File: src/rtl/dly_pkg.sv
package dly_pkg;
  // cycle count of the total delay for a given address
  function automatic int tap_of(input int base, input int step, input int a);
    return base + a * step;
  endfunction
endpackage

File: src/rtl/dly_shift.sv
module dly_shift #(
  parameter int DEPTH = 8
) (
  input  logic             clk,
  input  logic             rst,
  input  logic             din,
  output logic [DEPTH-1:0] stages
);
  // stages[i] holds the din sample of i+1 edges ago
  always_ff @(posedge clk) begin
    if (rst) stages <= '0;
    else     stages <= {stages[DEPTH-2:0], din};
  end
endmodule

File: src/rtl/dly_tap_window.sv
module dly_tap_window
  import dly_pkg::*;
#(
  parameter int BASE_DLY = 3,
  parameter int STEP_DLY = 2,
  parameter int ADDR_W   = 3,
  parameter int DEPTH    = tap_of(BASE_DLY, STEP_DLY, (1 << ADDR_W) - 1)
) (
  input  logic [DEPTH-1:0]  stages,
  input  logic [ADDR_W-1:0] addr,
  output logic              tap_bit,
  output logic              busy_upto,
  output logic              busy_step
);
  localparam int NTAP = 1 << ADDR_W;

  logic [NTAP-1:0] taps;
  logic [NTAP-1:0] any_upto;
  logic [NTAP-1:0] any_step;

  for (genvar a = 0; a < NTAP; a++) begin : g_tap
    localparam int HI = tap_of(BASE_DLY, STEP_DLY, a) - 1;
    assign taps[a]     = stages[HI];
    assign any_upto[a] = |stages[HI:0];
    assign any_step[a] = |stages[HI:BASE_DLY-1];
  end

  assign tap_bit   = taps[addr];
  assign busy_upto = any_upto[addr];
  assign busy_step = any_step[addr];
endmodule

File: src/rtl/prog_delay_line.sv
module prog_delay_line
  import dly_pkg::*;
#(
  parameter int BASE_DLY = 3,
  parameter int STEP_DLY = 2,
  parameter int ADDR_W   = 3
) (
  input  logic              clk,
  input  logic              rst,
  input  logic              din,
  input  logic [ADDR_W-1:0] addr,
  input  logic              en_n,
  output logic              dout,
  output logic              dout_n,
  output logic              reen_ok,
  output logic              step_ok
);
  localparam int DEPTH = tap_of(BASE_DLY, STEP_DLY, (1 << ADDR_W) - 1);

  if (BASE_DLY < 1 || STEP_DLY < 1) begin : g_bad_param
    $error("prog_delay_line: BASE_DLY and STEP_DLY must both be at least 1");
  end

  logic [DEPTH-1:0] stages;
  logic             tap_bit;
  logic             busy_upto;
  logic             busy_step;

  dly_shift #(.DEPTH(DEPTH)) u_shift (
    .clk    (clk),
    .rst    (rst),
    .din    (din),
    .stages (stages)
  );

  dly_tap_window #(
    .BASE_DLY (BASE_DLY),
    .STEP_DLY (STEP_DLY),
    .ADDR_W   (ADDR_W),
    .DEPTH    (DEPTH)
  ) u_win (
    .stages    (stages),
    .addr      (addr),
    .tap_bit   (tap_bit),
    .busy_upto (busy_upto),
    .busy_step (busy_step)
  );

  // output stage is the last of the D registers on the path
  always_ff @(posedge clk) begin
    if (rst) begin
      dout    <= 1'b0;
      dout_n  <= 1'b1;
      reen_ok <= 1'b1;
      step_ok <= 1'b1;
    end else begin
      dout    <= ~en_n & tap_bit;
      dout_n  <= en_n | ~tap_bit;
      reen_ok <= ~busy_upto;
      step_ok <= ~busy_step;
    end
  end
endmodule

File: config.mk
export PLATFORM = sky130hd
export DESIGN_NAME = prog_delay_line
export DESIGN_NICKNAME = d
export VERILOG_FILES = /design/src/rtl/dly_pkg.sv /design/src/rtl/dly_shift.sv /design/src/rtl/dly_tap_window.sv /design/src/rtl/prog_delay_line.sv
export SDC_FILE = /design/constraint.sdc
export NUM_CORES = 1
export LEC_CHECK = 0
export BUFFER_PORTS_ARGS = -buffer_cell sky130_fd_sc_hd__clkbuf_2
export CORE_MARGIN = 1.5
export CORE_UTILIZATION = 31
export CTS_CLUSTER_SIZE = 16
export DETAILED_ROUTE_END_ITERATION = 6
export GPL_TIMING_DRIVEN = 1
export PLACE_DENSITY_LB_ADDON = 0.3
export SLEW_MARGIN = 20
export SYNTH_ARGS = -nofsm -noshare
export SYNTH_HDL_FRONTEND = slang
export SYNTH_HIERARCHICAL = 1
export SYNTH_SLANG_ARGS = --single-unit
File: constraint.sdc
create_clock -name clk -period 2.1 [get_ports clk]
set_input_delay 0.105 -clock clk [delete_from_list [all_inputs] [get_ports clk]]
set_output_delay 0.105 -clock clk [all_outputs]
set_load 0.03 [all_outputs]
==> results.tsv, run 1 <==
stage	metric	value	unit
cells_and_area	# fillers	256	
power	NetSw	0.153	mW
cells_and_area	share of layout cells above drive strength 1	26.7	%
power	clock power share	28.8	%
cells_and_area	commonest non-fill, non-tap cells in the layout	21 x dfxtp_1, 11 x nor2b_1, 10 x clkbuf_2	
placed_design	routability cong.	0.756	
status	status	finished clean	
cts	CTS H-tree lvls	1	
placed_design	DPL Wire Length	963	um
cells_and_area	Final Util	36.9	%
synthesis	Distinct cells, synth	26	
worst_setup_path	worst path arrival time	1.54	ns
worst_setup_path	crit-path max FO	4	
global_routing	vias in the first global route	538	
run	Max Cap Violations	0	
placed_design	I/O Buffers	10	
detailed_routing	First-pass DRT Iterations	4	
timing	final hold violations	0	
worst_setup_path	CP peak stage delay	0.39	ns
cells_and_area	fin area	915	sq um
floorplanning	Die ar.	2940	sq um
floorplanning	Die X	54.2	um
synthesis	syn nets	84	
synthesis	cell area after synthesis	813	sq um
floorplanning	Chip Height	54.2	um
timing	Max Freq	746	MHz
synthesis	YS warnings	6	
cells_and_area	register area	420	sq um
synthesis	sequential fraction of the synthesis area	51.7	%
cells_and_area	Final nets	98	
cells_and_area	most common cell after layout, fill and taps aside	dfxtp_1	
synthesis	syn avg cell area	10.6	sq um
timing	slew at the pin with the worst max-slew slack	0.347	ns
detailed_routing	drt via density	4.79	
worst_setup_path	CP max-delay cell	dfxtp_1	
placed_design	number of cells in the design after placement	115	
global_routing	first-pass GRT wire length	2260	um
cells_and_area	Final Non-Filler Cells	120	
cts	insertion delay to the later sink of the worst-skew pair	0.30	ns
cts	Root Driver	clkbuf_4	
synthesis	cell taking the most area after synthesis	dfxtp_1	
worst_setup_path	CP startpoint kind	register	
global_routing	largest net degree at the start of global routing	22	
floorplanning	core area	2480	sq um
cts	Longest Clk Path Bufs	2	
placed_design	placed inst area	878	sq um
floorplanning	Rows	18	
worst_setup_path	Critical Path RT	2.30	ns
synthesis	synthesis-stage register bit count	21	
cells_and_area	Multi-input gate area	367	sq um
floorplanning	# IOs	11	
detailed_routing	Detailed Route WL	1390	um
cts	CTS Sinks	21	
cts	Post-CTS Hold Buffers	1	
timing	total negative slack	0	ns
power	P_int	0.506	mW
timing	max_slew headroom	76.9	%
cts	Post-CTS Repair Setup Buffers	0	
timing	Tmin final	1.34	ns
power	leakage power	0.386	nW
detailed_routing	DRC viols	0	
power	register share of total power	62.2	%
cts	CTS tree	done	
cts	total CTS buffers	3	
timing	RSZ-0062 raised after global routing	no	
power	sw frac	23.2	%
hold_path	Min-Delay Path Class	in2reg	
timing	Final setup viols	0	
global_routing	initial antenna violation count	0	
power	Gate power share	9.1	%
timing	fin. max-slew vios	0	
synthesis	Yosys top cell area share	51.7	%
worst_setup_path	ordered list of cells on the worst path	mux2i_1, a21oi_1, o21ai_1, o21ai_0, or3b_1	
cts	post-CTS resize count	0	
detailed_routing	via count	575	
global_routing	grt total ovfl	0	
synthesis	synth top area cells	dfxtp_1 52%, nor2b_1 8.5%, and2b_2 7.5%, buf_6 2.8%, mux2i_1 2.5%	
detailed_routing	Iteration-0 DRC Markers	9	
cells_and_area	Area Growth Syn to Fin	12.5	%
timing	Hold WS	0.0202	ns
worst_setup_path	CP Class	reg2reg	
synthesis	Gate Count Post-Synth	77	
cts	Worst-path clk slew	0.11	ns
detailed_routing	Antenna Violating Nets Remaining	0	
cells_and_area	# diodes	0	
global_routing	Tot GR Track Use	11.1	%
power	Peak VDD IR	312	uV
timing	final setup skew	0.00664	ns
worst_setup_path	Crit. End Element	register	
floorplanning	Initial Util	32.8	%
power	Power Density	720	nW/um^2
detailed_routing	Avg WL per Cell	11.6	um
timing	crit share post-route	63.8	%
==> synth_stat cells <==
cell,n
dfxtp_1,21
nor2b_1,11
and2b_2,7
a21oi_1,3
nand2_1,3
nor3_1,3
o21ai_0,3
o21ai_1,3
buf_6,2
mux2i_1,2
nand2b_1,2
nor2_1,2
nor3b_1,2
a211o_1,1
a32oi_1,1
inv_1,1
mux2_2,1
nand3_1,1
nor3_2,1
nor4_1,1
nor4_2,1
nor4b_2,1
o21a_1,1
o31ai_1,1
o32ai_1,1
or3b_1,1
==> final cells by class <==
cell class,instances,area share (%)
Sequential cell,21,46.0
Multi-Input combinational cell,53,40.1
Timing Repair Buffer,11,6.57
Tap cell,30,4.10
Clock buffer,4,2.87
Inverter,1,0.410
==> through the flow <==
stage | worst slack [ns] | total power, mW
6_report | 0.760 | 0.659
5_1_grt | 0.645 | 0.692
4_1_cts | 0.766 | 0.668
3_5_place_dp | 0.782 | 0.477
3_3_place_gp | 0.819 | 0.476
2_1_floorplan | 0.905 | 0.461
==> state kept, by name, indices dropped and copies added, names as in the netlist <==
signal	count
dout	1
u_shift/stages	17
dout_n	1
reen_ok	1
step_ok	1
==> per-layer routing <==
metal,vias up,routed length [um],GRT usage (%)
met1,261,639,12.8
met2,14,651,17.7
met3,4,59,2.46
li1,296,-,-
met4,0,41,8.75
met5,-,0,0
==> final timing paths <==
| path | from | endpoint | slack (ns) | depth (start not counted) |
|---|---|---|---|---|
| worst min-delay path | din | u_shift/stages[0]$_SDFF_PP0_ | 0.02 | 2 |
| worst max register to register | u_shift/stages[8]$_SDFF_PP0_ | dout_n$_SDFF_PP1_ | 0.76 | 5 |
| worst min register to register | u_shift/stages[9]$_SDFF_PP0_ | u_shift/stages[10]$_SDFF_PP0_ | 0.47 | 1 |
| worst max-delay path | u_shift/stages[8]$_SDFF_PP0_ | dout_n$_SDFF_PP1_ | 0.76 | 5 |
==> kinds of logic after synthesis <==
| group | Yosys count | share of synthesized area, % |
|---|---|---|
| compound gates | 14 | 10.6 |
| flops | 21 | 51.7 |
| simple gates | 36 | 30.6 |
| buf+inv | 3 | 3.23 |
| mux | 3 | 3.85 |
==> power by group through the flow <==
stage	Sequential [mW]	Clock, mW	Combinational [mW]
final	0.409	0.190	0.0597
after global routing	0.411	0.214	0.0670
after CTS	0.410	0.198	0.0603
after detailed placement	0.419	0	0.0585
after global placement	0.418	0	0.0581
after floorplan	0.427	0	0.0342
==> worst max-delay path, delay by kind of cell, from the launching register on <==
family             cells  cell delay (ns)
AOI/OAI and AO/OA      3             0.38
muxes                  1             0.11
DFF                    1             0.39
and+or+nand+nor        1             0.36
No activity file was read; power rests on OpenSTA's default activity.
==> inputs of run 2 (changes only) <==
==> constraint.sdc (replaced) <==
create_clock -name clk -period 1.3 [get_ports clk]
set_input_delay 0.065 -clock clk [delete_from_list [all_inputs] [get_ports clk]]
set_output_delay 0.065 -clock clk [all_outputs]
set_load 0.03 [all_outputs]
==> results.tsv, run 2 (synthesis results as in run 1) <==
stage	metric	value	unit
floorplanning	# IOs	11	
cells_and_area	Area Growth Syn to Fin	22.3	%
detailed_routing	Avg WL per Cell	11.0	um
worst_setup_path	CP bufs+invs	0	
cts	total CTS buffers	3	
global_routing	vias in the first global route	550	
global_routing	first-pass GRT wire length	2330	um
hold_path	Worst Hold End	step_ok$_SDFF_PP1_	
timing	crit share post-route	95.3	%
timing	final hold violations	0	
timing	final setup skew	0.00324	ns
floorplanning	Initial Util	32.8	%
run	Max Cap Violations	0	
detailed_routing	DRC viols	0	
status	status	finished clean	
worst_setup_path	FF-to-FF path depth	5	
detailed_routing	Detailed Route WL	1390	um
cells_and_area	commonest non-fill, non-tap cells in the layout	18 x dfxtp_1, 11 x nor2b_1, 10 x clkbuf_2	
cells_and_area	fin area	995	sq um
worst_setup_path	CP Class	reg2reg	
cts	Root Driver	clkbuf_4	
timing	max_slew headroom	77.2	%
power	Power Density	1070	nW/um^2
worst_setup_path	crit-path max FO	2	
timing	RSZ-0062 raised after global routing	yes	
global_routing	Tot GR Track Use	11.2	%
power	leakage power	0.428	nW
power	sw frac	23.0	%
cells_and_area	Top reg by flops	u_shift/stages	
cells_and_area	max reg flops	17	
worst_setup_path	Critical Path RT	1.48	ns
timing	Final setup viols	0	
global_routing	grt met1 use	14.0	%
detailed_routing	Antenna Violating Nets Remaining	0	
detailed_routing	Iteration-0 DRC Markers	19	
cells_and_area	most common cell after layout, fill and taps aside	dfxtp_1	
power	clock power share	28.1	%
power	P_int	0.823	mW
timing	fin. max-slew vios	0	
timing	total negative slack	0	ns
cells_and_area	# diodes	0	
global_routing	initial antenna violation count	0	
worst_setup_path	RR Startpoint	u_shift/stages[8]$_SDFF_PP0_	
hold_path	Hold Startpoint	addr[2]	
cells_and_area	Final nets	105	
worst_setup_path	CP peak stage delay	0.35	ns
detailed_routing	via count	590	
cts	CTS Sinks	21	
placed_design	routability cong.	0.793	
hold_path	Min-Delay Path Class	in2reg	
timing	Hold WS	0.153	ns
detailed_routing	drt via density	4.65	
worst_setup_path	worst path arrival time	1.42	ns
worst_setup_path	Worst R2R Setup Slack	0.06	ns
cts	Worst-path clk slew	0.11	ns
global_routing	grt total ovfl	0	
cells_and_area	# fillers	263	
global_routing	M2 GR Usage	17.1	%
power	Peak VDD IR	579	uV
global_routing	GR Util met3	3.28	%
placed_design	I/O Buffers	10	
global_routing	largest net degree at the start of global routing	22	
floorplanning	core area	2480	sq um
placed_design	DPL Wire Length	960	um
cts	CTS H-tree lvls	1	
placed_design	placed inst area	908	sq um
worst_setup_path	largest delay contributor family on the critical path	flip-flops	
worst_setup_path	CP max-delay cell	dfxtp_2	
floorplanning	Die ar.	2940	sq um
worst_setup_path	CP startpoint kind	register	
cts	Longest Clk Path Bufs	2	
floorplanning	Die X	54.2	um
worst_setup_path	Crit. End Element	register	
global_routing	Most Used Layer, Global Route	met2	
cts	CTS tree	done	
floorplanning	Rows	18	
power	NetSw	0.246	mW
hold_path	hold path depth	4	
cells_and_area	share of layout cells above drive strength 1	38.1	%
timing	Max Freq	807	MHz
worst_setup_path	ordered list of cells on the worst path	mux2i_1, a21oi_2, o21ai_1, o21ai_2, or3b_1	
cts	insertion delay to the later sink of the worst-skew pair	0.29	ns
timing	slew at the pin with the worst max-slew slack	0.343	ns
timing	Tmin final	1.24	ns
power	total power	1.07	mW
worst_setup_path	capturing point of the worst reg2reg path	dout_n$_SDFF_PP1_	
floorplanning	Chip Height	54.2	um
power	register share of total power	61.8	%
detailed_routing	First-pass DRT Iterations	4	
power	Gate power share	10.1	%
-- run 2: cell count changes in the layout (fill, tap and decap cells not counted), moves of 2 or more --
cell	change
a21oi_1	-2
dfxtp_1	-3
dfxtp_2	+3
a21oi_2	+2
buf_4	+5
-- run 2: worst max path at each step --
stage	from	endpoint	slack, ns	cells after the start
after floorplan	u_shift/stages[10]$_SDFF_PP0_	dout_n$_SDFF_PP1_	0.10	5
after global placement	u_shift/stages[6]$_SDFF_PP0_	dout_n$_SDFF_PP1_	0.05	5
after detailed placement	u_shift/stages[8]$_SDFF_PP0_	dout_n$_SDFF_PP1_	0.005	5
after CTS	u_shift/stages[8]$_SDFF_PP0_	dout_n$_SDFF_PP1_	0.01	5
after global routing	u_shift/stages[4]$_SDFF_PP0_	step_ok$_SDFF_PP1_	-0.00003	5
final	u_shift/stages[8]$_SDFF_PP0_	dout_n$_SDFF_PP1_	0.06	5
-- run 2: layout make-up --
type                    count  area (sq um)  share of cell area (%)
repair buffers             18           119                    11.9
multi-input cells          53           384                    38.6
well taps                  30          37.5                    3.77
flip-flops and latches     21           424                    42.6
clock buffers               4          26.3                    2.64
inverters                   1          3.75                   0.377
-- run 2: layer usage --
metal  part of all wire [%]  wire length [um]  up-vias
met2                     43               605       16
li1                       -                 -      309
met4                    1.4                19        0
met3                    4.5                62        2
met5                      0                 0        -
met1                     51               706      263
-- run 2: tightest hold or removal path, cell delays in order --
cell      delay, ns
clkbuf_2       0.11
inv_1          0.10
o21ai_1        0.08
nand2b_1       0.06
-- run 2: metrics by stage --
step / util, % / instances / setup slack (ns)
after floorplan: - / 77 / 0.105
after global placement: 36.7 / 119 / 0.0526
after detailed placement: 36.7 / 119 / 0.00538
after CTS: 39.2 / 127 / 0.0119
after global routing: 40.2 / 127 / -0.0000262
final: 40.2 / 127 / 0.0611
-- run 2: power groups by stage --
stage	clock network (mW)	logic, mW	registers, mW
2_1_floorplan	0	0.0553	0.690
3_3_place_gp	0	0.0982	0.675
3_5_place_dp	0	0.0979	0.676
4_1_cts	0.315	0.104	0.661
5_1_grt	0.340	0.120	0.663
6_report	0.301	0.108	0.661
-- run 2: timing repair --
item                                    in CTS  in global routing
hold buffers                                 2                  0
pin swaps                                    1                  3
endpoints found under the hold margin        3                  0
resized for setup                            2                  7
endpoints found under the setup margin       1                  3
setup buffers                                2                  0
==> inputs of run 3 (changes only) <==
--- a/config.mk
+++ b/config.mk
@@ -12,6 +12,7 @@
 export DETAILED_ROUTE_END_ITERATION = 6
 export GPL_TIMING_DRIVEN = 1
 export PLACE_DENSITY_LB_ADDON = 0.3
+export REMOVE_ABC_BUFFERS = 1
 export SLEW_MARGIN = 20
 export SYNTH_ARGS = -nofsm -noshare
 export SYNTH_HDL_FRONTEND = slang
==> results.tsv, run 3 (synthesis results as in run 1) <==
stage	metric	value	unit
cts	insertion delay to the later sink of the worst-skew pair	0.30	ns
global_routing	initial antenna violation count	0	
cells_and_area	Top reg by flops	u_shift/stages	
placed_design	number of cells in the design after placement	118	
placed_design	routability cong.	0.750	
floorplanning	# IOs	11	
floorplanning	Chip Height	54.2	um
cts	total CTS buffers	3	
worst_setup_path	CP max-delay cell	dfxtp_2	
timing	final setup skew	0.00277	ns
timing	Hold WS	0.116	ns
timing	Final setup viols	0	
worst_setup_path	CP bufs+invs	0	
worst_setup_path	crit-path max FO	3	
hold_path	Min-Delay Path Class	in2reg	
cells_and_area	Final Non-Filler Cells	125	
detailed_routing	drt via density	4.78	
worst_setup_path	Critical Path RT	1.49	ns
cells_and_area	Area Growth Syn to Fin	20.3	%
cells_and_area	commonest non-fill, non-tap cells in the layout	18 x dfxtp_1, 10 x clkbuf_2, 10 x nor2b_1	
worst_setup_path	ordered list of cells on the worst path	nor2b_4, a211o_1, nand2_1, o21ai_1, or3b_1	
global_routing	largest net degree at the start of global routing	22	
worst_setup_path	CP startpoint kind	register	
power	Peak VDD IR	436	uV
timing	Tmin final	1.26	ns
global_routing	first-pass GRT wire length	2400	um
cells_and_area	share of layout cells above drive strength 1	34.7	%
placed_design	DPL Wire Length	1010	um
detailed_routing	Detailed Route WL	1440	um
cells_and_area	Final nets	103	
worst_setup_path	Crit. End Element	register	
floorplanning	Die X	54.2	um
detailed_routing	via count	597	
power	total power	1.07	mW
timing	crit share post-route	96.8	%
floorplanning	core area	2480	sq um
timing	Max Freq	795	MHz
cells_and_area	max reg flops	17	
timing	max_slew headroom	75.7	%
run	Max Cap Violations	0	
timing	slew at the pin with the worst max-slew slack	0.364	ns
cells_and_area	most common cell after layout, fill and taps aside	dfxtp_1	
timing	final hold violations	0	
worst_setup_path	CP Class	reg2reg	
worst_setup_path	largest delay contributor family on the critical path	simple AND/OR/NAND/NOR gates	
placed_design	pre-CTS setup slack	0.00471	ns
power	Power Density	1100	nW/um^2
global_routing	vias in the first global route	556	
cts	Root Driver	clkbuf_4	
placed_design	placed inst area	901	sq um
cts	CTS H-tree lvls	1	
cts	Longest Clk Path Bufs	2	
global_routing	Tot GR Track Use	11.8	%
detailed_routing	Avg WL per Cell	11.5	um
floorplanning	Initial Util	32.8	%
detailed_routing	First-pass DRT Iterations	4	
floorplanning	Rows	18	
cells_and_area	fin area	978	sq um
power	leakage power	0.420	nW
detailed_routing	Antenna Violating Nets Remaining	0	
placed_design	I/O Buffers	10	
worst_setup_path	CP peak stage delay	0.36	ns
timing	RSZ-0062 raised after global routing	yes	
cts	CTS tree	done	
cells_and_area	# fillers	258	
timing	final worst slack	0.0419	ns
global_routing	grt total ovfl	0	
detailed_routing	DRC viols	0	
cells_and_area	# diodes	0	
worst_setup_path	worst path arrival time	1.45	ns
cts	CTS Sinks	21	
status	status	finished clean	
floorplanning	Die ar.	2940	sq um
detailed_routing	Iteration-0 DRC Markers	6	
cts	Worst-path clk slew	0.11	ns
timing	fin. max-slew vios	0	
-- run 3: changes by cell type in the layout (fill, tap and decap cells not counted), sizes merged --
cell  before  now
buf        6    4
-- run 3: layout make-up --
type	instances	area [sq um]	share of cell area, %
clock buffer	4	26.3	2.69
inverter	1	3.75	0.384
multi-input combinational	53	387	39.5
sequential	21	424	43.4
tap	30	37.5	3.84
timing repair buffer	16	100	10.2
-- run 3: worst min-delay path: cells and delay by family --
| family | cells | cell delay (ns) |
|---|---|---|
| and+or+nand+nor | 1 | 0.06 |
| AOI/OAI and AO/OA | 1 | 0.07 |
| buffers and inverters | 2 | 0.18 |
-- run 3: layer usage --
metal	vias up	track usage, %	part of all wire (%)
met5	-	0	0
met4	0	11.3	1.9
met3	2	2.73	3.1
met2	8	16.5	46
met1	280	14.6	49
li1	307	-	-
-- run 3: per-stage QoR --
stage | util, % | setup TNS [ns]
finish | 39.5 | 0
floorplan | - | 0
global route | 39.5 | -0.0451
global placement | 36.4 | 0
detailed placement | 36.4 | 0
CTS | 38.3 | 0
-- run 3: where the power goes --
part	leakage, nW	total [mW]	switching (mW)	internal (mW)
clock	0.0150	0.303	0.183	0.119
sequential	0.172	0.662	0.00661	0.655
combinational	0.233	0.108	0.0592	0.0490
total	0.420	1.07	0.249	0.823
-- run 3: final timing paths --
check	from	end	slack (ns)	depth (start not counted)
worst max register to register	u_shift/stages[10]$_SDFF_PP0_	dout_n$_SDFF_PP1_	0.04	5
worst min register to register	u_shift/stages[9]$_SDFF_PP0_	u_shift/stages[10]$_SDFF_PP0_	0.47	1
worst min-delay path	addr[2]	step_ok$_SDFF_PP1_	0.12	4
worst max-delay path	u_shift/stages[10]$_SDFF_PP0_	dout_n$_SDFF_PP1_	0.04	5
-- run 3: repair_timing --
| item | in CTS | in global routing |
|---|---|---|
| hold buffers | 2 | 0 |
| setup endpoints to repair | 1 | 3 |
| pin swaps | 0 | 2 |
| hold endpoints to repair | 3 | 0 |
| resized for setup | 2 | 6 |
| buffers inserted | 0 | 1 |
